`src/rtl/irq_prio_pkg.sv`:
```
// Shared definitions for the prioritized interrupt controller.
// Assumes sources are ranked by index, index 0 highest.
package irq_prio_pkg;
    typedef enum logic {
        SVC_SEQ  = 1'b0,
        SVC_NEST = 1'b1
    } svc_mode_e;
endpackage

```
`src/rtl/irq_pick.sv`:
```
// Fixed-priority picker: reports whether any bit is set and the lowest set index.
// Assumes IW is wide enough to hold W-1.
module irq_pick #(
    parameter int W  = 8,
    parameter int IW = 3
) (
    input  logic [W-1:0]  vec,
    output logic          hit,
    output logic [IW-1:0] idx
);
    // Scan from the lowest rank upward so the lowest set index wins.
    always_comb begin
        hit = 1'b0;
        idx = '0;
        for (int i = W - 1; i >= 0; i--) begin
            if (vec[i]) begin
                hit = 1'b1;
                idx = IW'(i);
            end
        end
    end
endmodule

```
`src/rtl/irq_pend_bank.sv`:
```
// Per-source edge capture and pending latches.
// Assumes request lines are synchronous to clk; a rising edge outranks a same-cycle clear.
module irq_pend_bank #(
    parameter int N = 8
) (
    input  logic         clk,
    input  logic         rst_n,
    input  logic [N-1:0] req,
    input  logic         hold_en,
    input  logic [N-1:0] clr,
    output logic [N-1:0] pend
);
    logic [N-1:0] req_q;

    for (genvar g = 0; g < N; g++) begin : g_src
        // Remember the previous level and latch a pending flag on a rising edge.
        always_ff @(posedge clk) begin
            if (!rst_n) begin
                req_q[g] <= 1'b0;
                pend[g]  <= 1'b0;
            end else begin
                req_q[g] <= req[g];
                if (req[g] && !req_q[g]) pend[g] <= 1'b1;
                else if (clr[g])         pend[g] <= 1'b0;
            end
        end
    end

    // a pending flag only falls through an explicit clear
    p_pend_kept_r3: assert property (@(posedge clk) disable iff (!rst_n)
        (clr == '0) |=> (($past(pend) & ~pend) == '0));
    // an edge always leaves the source pending
    p_edge_sets_r2: assert property (@(posedge clk) disable iff (!rst_n)
        (hold_en && (req & ~req_q) != '0) |=> (($past(req & ~req_q) & ~pend) == '0));
endmodule

```
`src/rtl/irq_isr_stack.sv`:
```
// In-service set: ack adds a source, end-of-service removes the top-ranked one.
// Assumes set_vec is one-hot or zero.
module irq_isr_stack #(
    parameter int N  = 8,
    parameter int IW = 3
) (
    input  logic          clk,
    input  logic          rst_n,
    input  logic [N-1:0]  set_vec,
    input  logic          eoi,
    output logic          busy,
    output logic [IW-1:0] top_idx
);
    logic [N-1:0] isr;
    logic [N-1:0] done_vec;

    irq_pick #(.W(N), .IW(IW)) u_top (.vec(isr), .hit(busy), .idx(top_idx));

    // Select the bit that end-of-service releases.
    always_comb begin
        done_vec = '0;
        if (eoi && busy) done_vec[top_idx] = 1'b1;
    end

    // Update the in-service set.
    always_ff @(posedge clk) begin
        if (!rst_n) isr <= '0;
        else        isr <= (isr & ~done_vec) | set_vec;
    end

    // end-of-service without a new ack removes exactly one source
    p_eoi_drops_r8: assert property (@(posedge clk) disable iff (!rst_n)
        (eoi && busy && set_vec == '0) |=> ($countones(isr) == $countones($past(isr)) - 1));
    // an accepted source is in service afterwards
    p_ack_marks_r7: assert property (@(posedge clk) disable iff (!rst_n)
        (set_vec != '0) |=> ((isr & $past(set_vec)) == $past(set_vec)));
endmodule

```
`src/rtl/irq_prio_ctrl.sv`:
```
// Prioritized interrupt controller top: gates pending sources by enable and mask,
// picks the highest-ranked one, and applies the sequential or nested service policy.
// Assumes ack and eoi are single-cycle pulses from the processor.
module irq_prio_ctrl
    import irq_prio_pkg::*;
#(
    parameter int NSRC = 8,
    parameter int IDW  = (NSRC > 1) ? $clog2(NSRC) : 1
) (
    input  logic            clk,
    input  logic            rst_n,
    input  logic [NSRC-1:0] irq_req,
    input  logic [NSRC-1:0] mask,
    input  logic            glob_en,
    input  logic            nest_mode,
    input  logic            ack,
    input  logic            eoi,
    output logic            cpu_irq,
    output logic [IDW-1:0]  src_id
);
    logic [NSRC-1:0] pend;
    logic [NSRC-1:0] elig;
    logic [NSRC-1:0] take_vec;
    logic            e_hit;
    logic [IDW-1:0]  e_idx;
    logic            s_busy;
    logic [IDW-1:0]  s_top;
    logic            allow;
    svc_mode_e       mode;

    irq_pend_bank #(.N(NSRC)) u_pend (
        .clk(clk), .rst_n(rst_n), .req(irq_req),
        .hold_en(glob_en), .clr(take_vec), .pend(pend)
    );

    irq_pick #(.W(NSRC), .IW(IDW)) u_pick (.vec(elig), .hit(e_hit), .idx(e_idx));

    irq_isr_stack #(.N(NSRC), .IW(IDW)) u_isr (
        .clk(clk), .rst_n(rst_n), .set_vec(take_vec), .eoi(eoi),
        .busy(s_busy), .top_idx(s_top)
    );

    // Eligible sources: pending, unmasked, globally enabled.
    always_comb elig = pend & ~mask & {NSRC{glob_en}};

    // Service policy: idle always admits; nested admits only a strictly higher rank.
    always_comb begin
        mode  = svc_mode_e'(nest_mode);
        allow = !s_busy || (mode == SVC_NEST && e_idx < s_top);
    end

    // Drive the processor line and the offered index.
    always_comb begin
        cpu_irq = e_hit && allow;
        src_id  = e_idx;
    end

    // Turn an accepted ack into a one-hot move from pending to in service.
    always_comb begin
        take_vec = '0;
        if (ack && cpu_irq) take_vec[e_idx] = 1'b1;
    end

    // sequential mode offers nothing while a handler runs
    p_seq_quiet_r6: assert property (@(posedge clk) disable iff (!rst_n)
        (!nest_mode && s_busy) |-> !cpu_irq);
    // a masked source is never offered
    p_mask_block_r4: assert property (@(posedge clk) disable iff (!rst_n)
        cpu_irq |-> !mask[src_id]);
    // nested mode offers only a rank above the running handler
    p_nest_rank_r10: assert property (@(posedge clk) disable iff (!rst_n)
        (cpu_irq && s_busy) |-> (src_id < s_top));
    // ack with nothing offered leaves the pending set intact
    p_idle_ack_r7: assert property (@(posedge clk) disable iff (!rst_n)
        (ack && !cpu_irq) |=> (($past(pend) & ~pend) == '0));
endmodule

```
`config.mk`:
```
export PLATFORM = sky130hd
export DESIGN_NAME = irq_prio_ctrl
export DESIGN_NICKNAME = d
export VERILOG_FILES = /design/src/rtl/irq_prio_pkg.sv /design/src/rtl/irq_pick.sv /design/src/rtl/irq_pend_bank.sv /design/src/rtl/irq_isr_stack.sv /design/src/rtl/irq_prio_ctrl.sv
export SDC_FILE = /design/constraint.sdc
export NUM_CORES = 1
export LEC_CHECK = 0
export BUFFER_PORTS_ARGS = -buffer_cell sky130_fd_sc_hd__buf_2
export CAP_MARGIN = 0
export CORE_UTILIZATION = 40
export DETAILED_ROUTE_END_ITERATION = 8
export PLACE_DENSITY_LB_ADDON = 0.1
export SLEW_MARGIN = 20
export SYNTH_ARGS = -nofsm -noshare
export SYNTH_HDL_FRONTEND = slang
export SYNTH_SLANG_ARGS = --single-unit
```
`constraint.sdc`:
```
create_clock -name clk -period 3 [get_ports clk]
set_input_delay 0.3 -clock clk [delete_from_list [all_inputs] [get_ports clk]]
set_output_delay 0.3 -clock clk [all_outputs]
set_load 0.005 [all_outputs]
```
# Yosys cells after proc, flatten, opt, wreduce, memory -nomap -nowiden
# Index checks and enable logic that the tools add are counted.
# classes
order_cmp	5
n_mux	54
bitwise_logic	6
n_reduce_logical	32
# ops
operator	count
$mux 3	16
$mux 1	34
$and 8x8->8	3
$mux 8	2
$not 8->8	2
$reduce_bool 2->1	8
$logic_and 1x1->1	14
$logic_not 1->1	9
$lt 3x4->1 const B	2
$or 8x8->8	1
$demux 1 s3	2
$ge 3x1->1 const B	2
$lt 3x3->1	1
$logic_or 1x1->1	1
# totals
in_bits	22
regBits	24
wordCells	114

# Longest topological paths before layout
# logic_depth
ltp_word	19
depth_mapped	10
ltp_nobuf	10

# By module
# Synthesis repeated with hierarchy kept, for this count alone.
# unflattened
hier_cells	145
area_unflattened_um2	1302.5
# modules_own_cells
module	seq_area_each_um2	instances	area_each_um2	cells_per_inst
irq_pend_bank	320.3	1	559.3	49
irq_isr_stack	160.2	1	317.8	34
irq_prio_ctrl	0.0	1	265.3	36
irq_pick	0.0	2	80.1	13

# Worst setup path before layout
# Ideal clock, no wire load.
# synth_timing
path_type	input to register
start	input port mask[5]
end	register u_isr.isr[6]
n_path_buf	0
t_arrival_ns	2.413
path_slack_ns	0.470
path_stages	9
setup_ns	0.116
cell_sequence	and2b_2 -> o41a_1 -> nor2b_1 -> ha_1 -> nand2_1 -> and4b_1 -> or2_2 -> o21bai_2 -> a41o_1
# synth_between
elab_chain_cells	16
word_cells_on_any_way	27
# synth_rtl
element	line	text
from (decl)	irq_prio_ctrl.sv:13	input logic [NSRC-1:0] mask,
$not 8->8 (*)	irq_prio_ctrl.sv:44	always_comb elig = pend & ~mask & {NSRC{glob_en}};
$and 8x8->8 (*) (2 in series)	irq_prio_ctrl.sv:44	
$mux 3 (*) (6 in series)	irq_pick.sv:16	if (vec[i]) begin
net src_id[2]	irq_prio_ctrl.sv:19	output logic [IDW-1:0] src_id
branches (longest 5 deep; another with $lt 3x4->1)	-	
$mux 8 (*)	irq_prio_ctrl.sv:61	if (ack && cpu_irq) take_vec[e_idx] = 1'b1;
$or 8x8->8 (*)	irq_isr_stack.sv:28	else isr <= (isr & ~done_vec) | set_vec;
to (signal assigned)	irq_isr_stack.sv:28	
to (decl)	irq_isr_stack.sv:14	logic [N-1:0] isr;
# Mark *: on every way through the listed nets, which the timed path passes.
# A chain may end at the register's enable or synchronous reset.

# Worst setup path after layout
# layout_timing
start	register u_pend.pend[5]
end	output port cpu_irq
# layout_between
elab_chain_cells	12
word_cells_on_any_way	18
# layout_rtl
element	line	text
from (decl)	irq_pend_bank.sv:11	output logic [N-1:0] pend
from (signal, indexed assignment)	irq_pend_bank.sv:20	pend[g] <= 1'b0;
from (signal, indexed assignment)	irq_pend_bank.sv:23	if (req[g] && !req_q[g]) pend[g] <= 1'b1;
from (signal, indexed assignment)	irq_pend_bank.sv:24	else if (clr[g]) pend[g] <= 1'b0;
$and 8x8->8 (*) (2 in series)	irq_prio_ctrl.sv:44	
$mux 3 (6 in series)	irq_pick.sv:16	
$lt 3x3->1	irq_prio_ctrl.sv:49	allow = !s_busy || (mode == SVC_NEST && e_idx < s_top);
$logic_and 1x1->1	irq_prio_ctrl.sv:49	
$logic_or 1x1->1	irq_prio_ctrl.sv:49	
$logic_and 1x1->1 (*)	irq_prio_ctrl.sv:54	cpu_irq = e_hit && allow;
to (decl)	irq_prio_ctrl.sv:18	output logic cpu_irq,
# Mark *: on every way between the ends. The rest lies on a longest branch, timed or not.

==> results_dict.tcl <==
set metrics [dict create \
    vias_per_cell 5.35 \
    syn_area_um2 1370 \
    routed_wirelength_um 3020 \
    numPortBuffers 25 \
    die_area_um2 3660 \
    clk_pin_slew_ns 0.13 \
    clock.fmax_mhz 344 \
    min_period_ns 2.91 \
    synthTopCellsByCount "dfxtp_1 (24), nand2_1 (18), nand2b_1 (17), and2_1 (10), o21ai_0 (9)" \
    hp-class "in -> reg" \
    synthAdderAreaFrac 0.0183 \
    antenna_found_initial 0 \
    cts.path.max_buffers 2 \
    syn-num-nets 178 \
    synth_seq_cells 24 \
    wl_per_cell_um 13.4 \
    synthSimpleGateAreaFrac 0.361 \
    totalPowerFinal_w 0.000668 \
    ys.flop_type "dfxtp_1" \
    grt_usage 0.186 \
    finalHoldViolations 0 \
    slew_headroom 0.631 \
    synth_top_area_frac 0.351 \
    wl_met2_um 1380 \
    synth_async_sr_flop_share 0 \
    synth-edff-count 0 \
    ant_nets 0 \
    final.setup.tns_ns 0 \
    clk_latency_ns 0.31 \
    cts_buffers 3 \
    synth_top_family_by_area "simple AND/OR/NAND/NOR gates" \
    grt_start_max_net_pins 33 \
    drt_iter0_markers 61 \
    hold_ws_ns 0.195 \
    core_area_um2 3150 \
    nets 206 \
    areaGrowthSynthToFinish_pct 16.3 \
    leakagePower_nw 0.740 \
    synthMuxAreaShare 0 \
    yosysTopAreaCell "dfxtp_1" \
    clock_skew_ns 0.00386 \
    cp-start-kind "flip-flop" \
    outcome "completed" \
    fin_crit_sh 0.970 \
    vias 1204 \
    avgSynthCellArea_um2 8.89 \
    pin_count 26 \
    multi_input_area_um2 871 \
    wl_met1_um 1450 \
    critPathRequiredTime_ns 2.70 \
    hpwl_um 2250 \
    first_global_vias 1155 \
    rows 20 \
    synth_cell_types 44 \
    slew_viol_final 0 \
    initial_core_util 0.434 \
    power.density_nw_per_um2 420 \
    cts_tree "built" \
    final.fill_count 341 \
    crit_type "reg -> out" \
    synthCells 154 \
    globalplace.congestion 0.855 \
    cap_viol_max_count 0 \
    cp-end-kind "output port" \
    ir_drop_mv 0.187 \
    cp.arrival_ns 2.61 \
    seqCellArea_um2 482 \
    synth-compound-area-share 0.237 \
    die_width_um 60.5 \
    grt_pass1_wl_um 5060 \
    yosys-top-cells-area "dfxtp_1 (35%), nand2b_1 (7.8%), nand2_1 (4.9%), and2_1 (4.6%), o21ai_0 (3.3%)" \
    yosys.area_share.xor_xnor 0 \
    tightest_slew_ns 0.548 \
    yosysSeqAreaShare 0.351 \
    clock-root-buffer "clkbuf_4" \
    finalSetupViolCount 0 \
    cp_max_fo 4 \
    yosysMostFrequentCell "dfxtp_1" \
    met3_length_um 163 \
    maxUsedRoutingLayer "met4" \
    drc_errors 0 \
    drive_gt1_frac 0.298 \
    gr-total-overflow 0 \
    yosys_warnings 0 \
    clock_sinks 24 \
    n_antenna_cell 0 \
    cts-hold-fix-buffers 0 \
    ctsHtreeMaxLevel 1 \
    dieHeight_um 60.5 \
    firstDrtPassIters 4 \
]
state kept, by name (all words and copies together) (netlist names):
register,count
u_pend.req_q,8
u_pend.pend,8
u_isr.isr,8
where the power goes:
group	switching (W)	internal [W]
clock network	0.0000949	0.0000741
logic	0.0000814	0.0000745
registers	0.00000744	0.000336
total	0.000184	0.000484
layer usage:
layer,vias up,track usage
met4,0,0.0617
met1,553,0.249
li1,613,-
met2,36,0.312
met5,-,0
met3,2,0.0192
logic make-up after synthesis:
group,Yosys count
compound gates,42
flops,24
buf+inv,6
fa+ha+maj,2
simple gates,80
layout make-up:
| cell class | instances | share of cell area |
|---|---|---|
| Timing Repair Buffer | 27 | 0.0880 |
| Sequential cell | 24 | 0.303 |
| Multi-Input combinational cell | 124 | 0.547 |
| Inverter | 2 | 0.00472 |
| Tap cell | 44 | 0.0346 |
| Clock buffer | 4 | 0.0228 |
placed cells by master, fill, tap and decap left out, drive strengths merged, types with 5 or more instances in the layout:
| master | synthesis | routed |
|---|---|---|
| buf | 1 | 27 |
| and2 | 11 | 11 |
| nand2b | 17 | 17 |
| nor2 | 7 | 7 |
| dfxtp | 24 | 24 |
| nand2 | 18 | 18 |
| a41oi | 5 | 5 |
| and2b | 5 | 5 |
| o21ai | 9 | 9 |
metrics by stage:
| stage | std cells | util | setup slack, ns | area [um2] |
|---|---|---|---|---|
| after detailed placement | 220 | 0.482 | 0.229 | 1520 |
| after global routing | 225 | 0.505 | -0.00614 | 1590 |
| after global placement | 220 | 0.482 | 0.295 | 1520 |
| after CTS | 225 | 0.496 | 0.0380 | 1560 |
| final | 225 | 0.505 | 0.0907 | 1590 |
| after floorplan | 154 | - | 0.470 | 1370 |
final timing paths:
kind / from / endpoint / slack, ns / cells past startpoint
max: u_pend.pend[5]$_SDFFE_PN0P_ / cpu_irq / 0.09 / 9
min: irq_req[4] / u_pend.req_q[4]$_SDFF_PN0_ / 0.19 / 2
max reg2reg: u_pend.pend[5]$_SDFFE_PN0P_ / u_isr.isr[4]$_SDFF_PN0_ / 0.40 / 9
min reg2reg: u_pend.req_q[1]$_SDFF_PN0_ / u_pend.pend[1]$_SDFFE_PN0P_ / 0.53 / 2
what timing repair did:
action | in CTS | in global routing
endpoints found under the setup margin | 1 | 1
buffers inserted | 1 | 0
pin swaps | 1 | 3
resized for setup | 0 | 6
critical path, stage by stage, from the launching register on:
cell     delay (ns)
dfxtp_2        0.34
and2b_2        0.21
o41a_1         0.46
nor2b_4        0.16
ha_4           0.27
nand2_1        0.04
and4b_1        0.20
or2_2          0.30
o22a_1         0.18
buf_2          0.13
No activity file was read; power rests on OpenSTA's default activity.
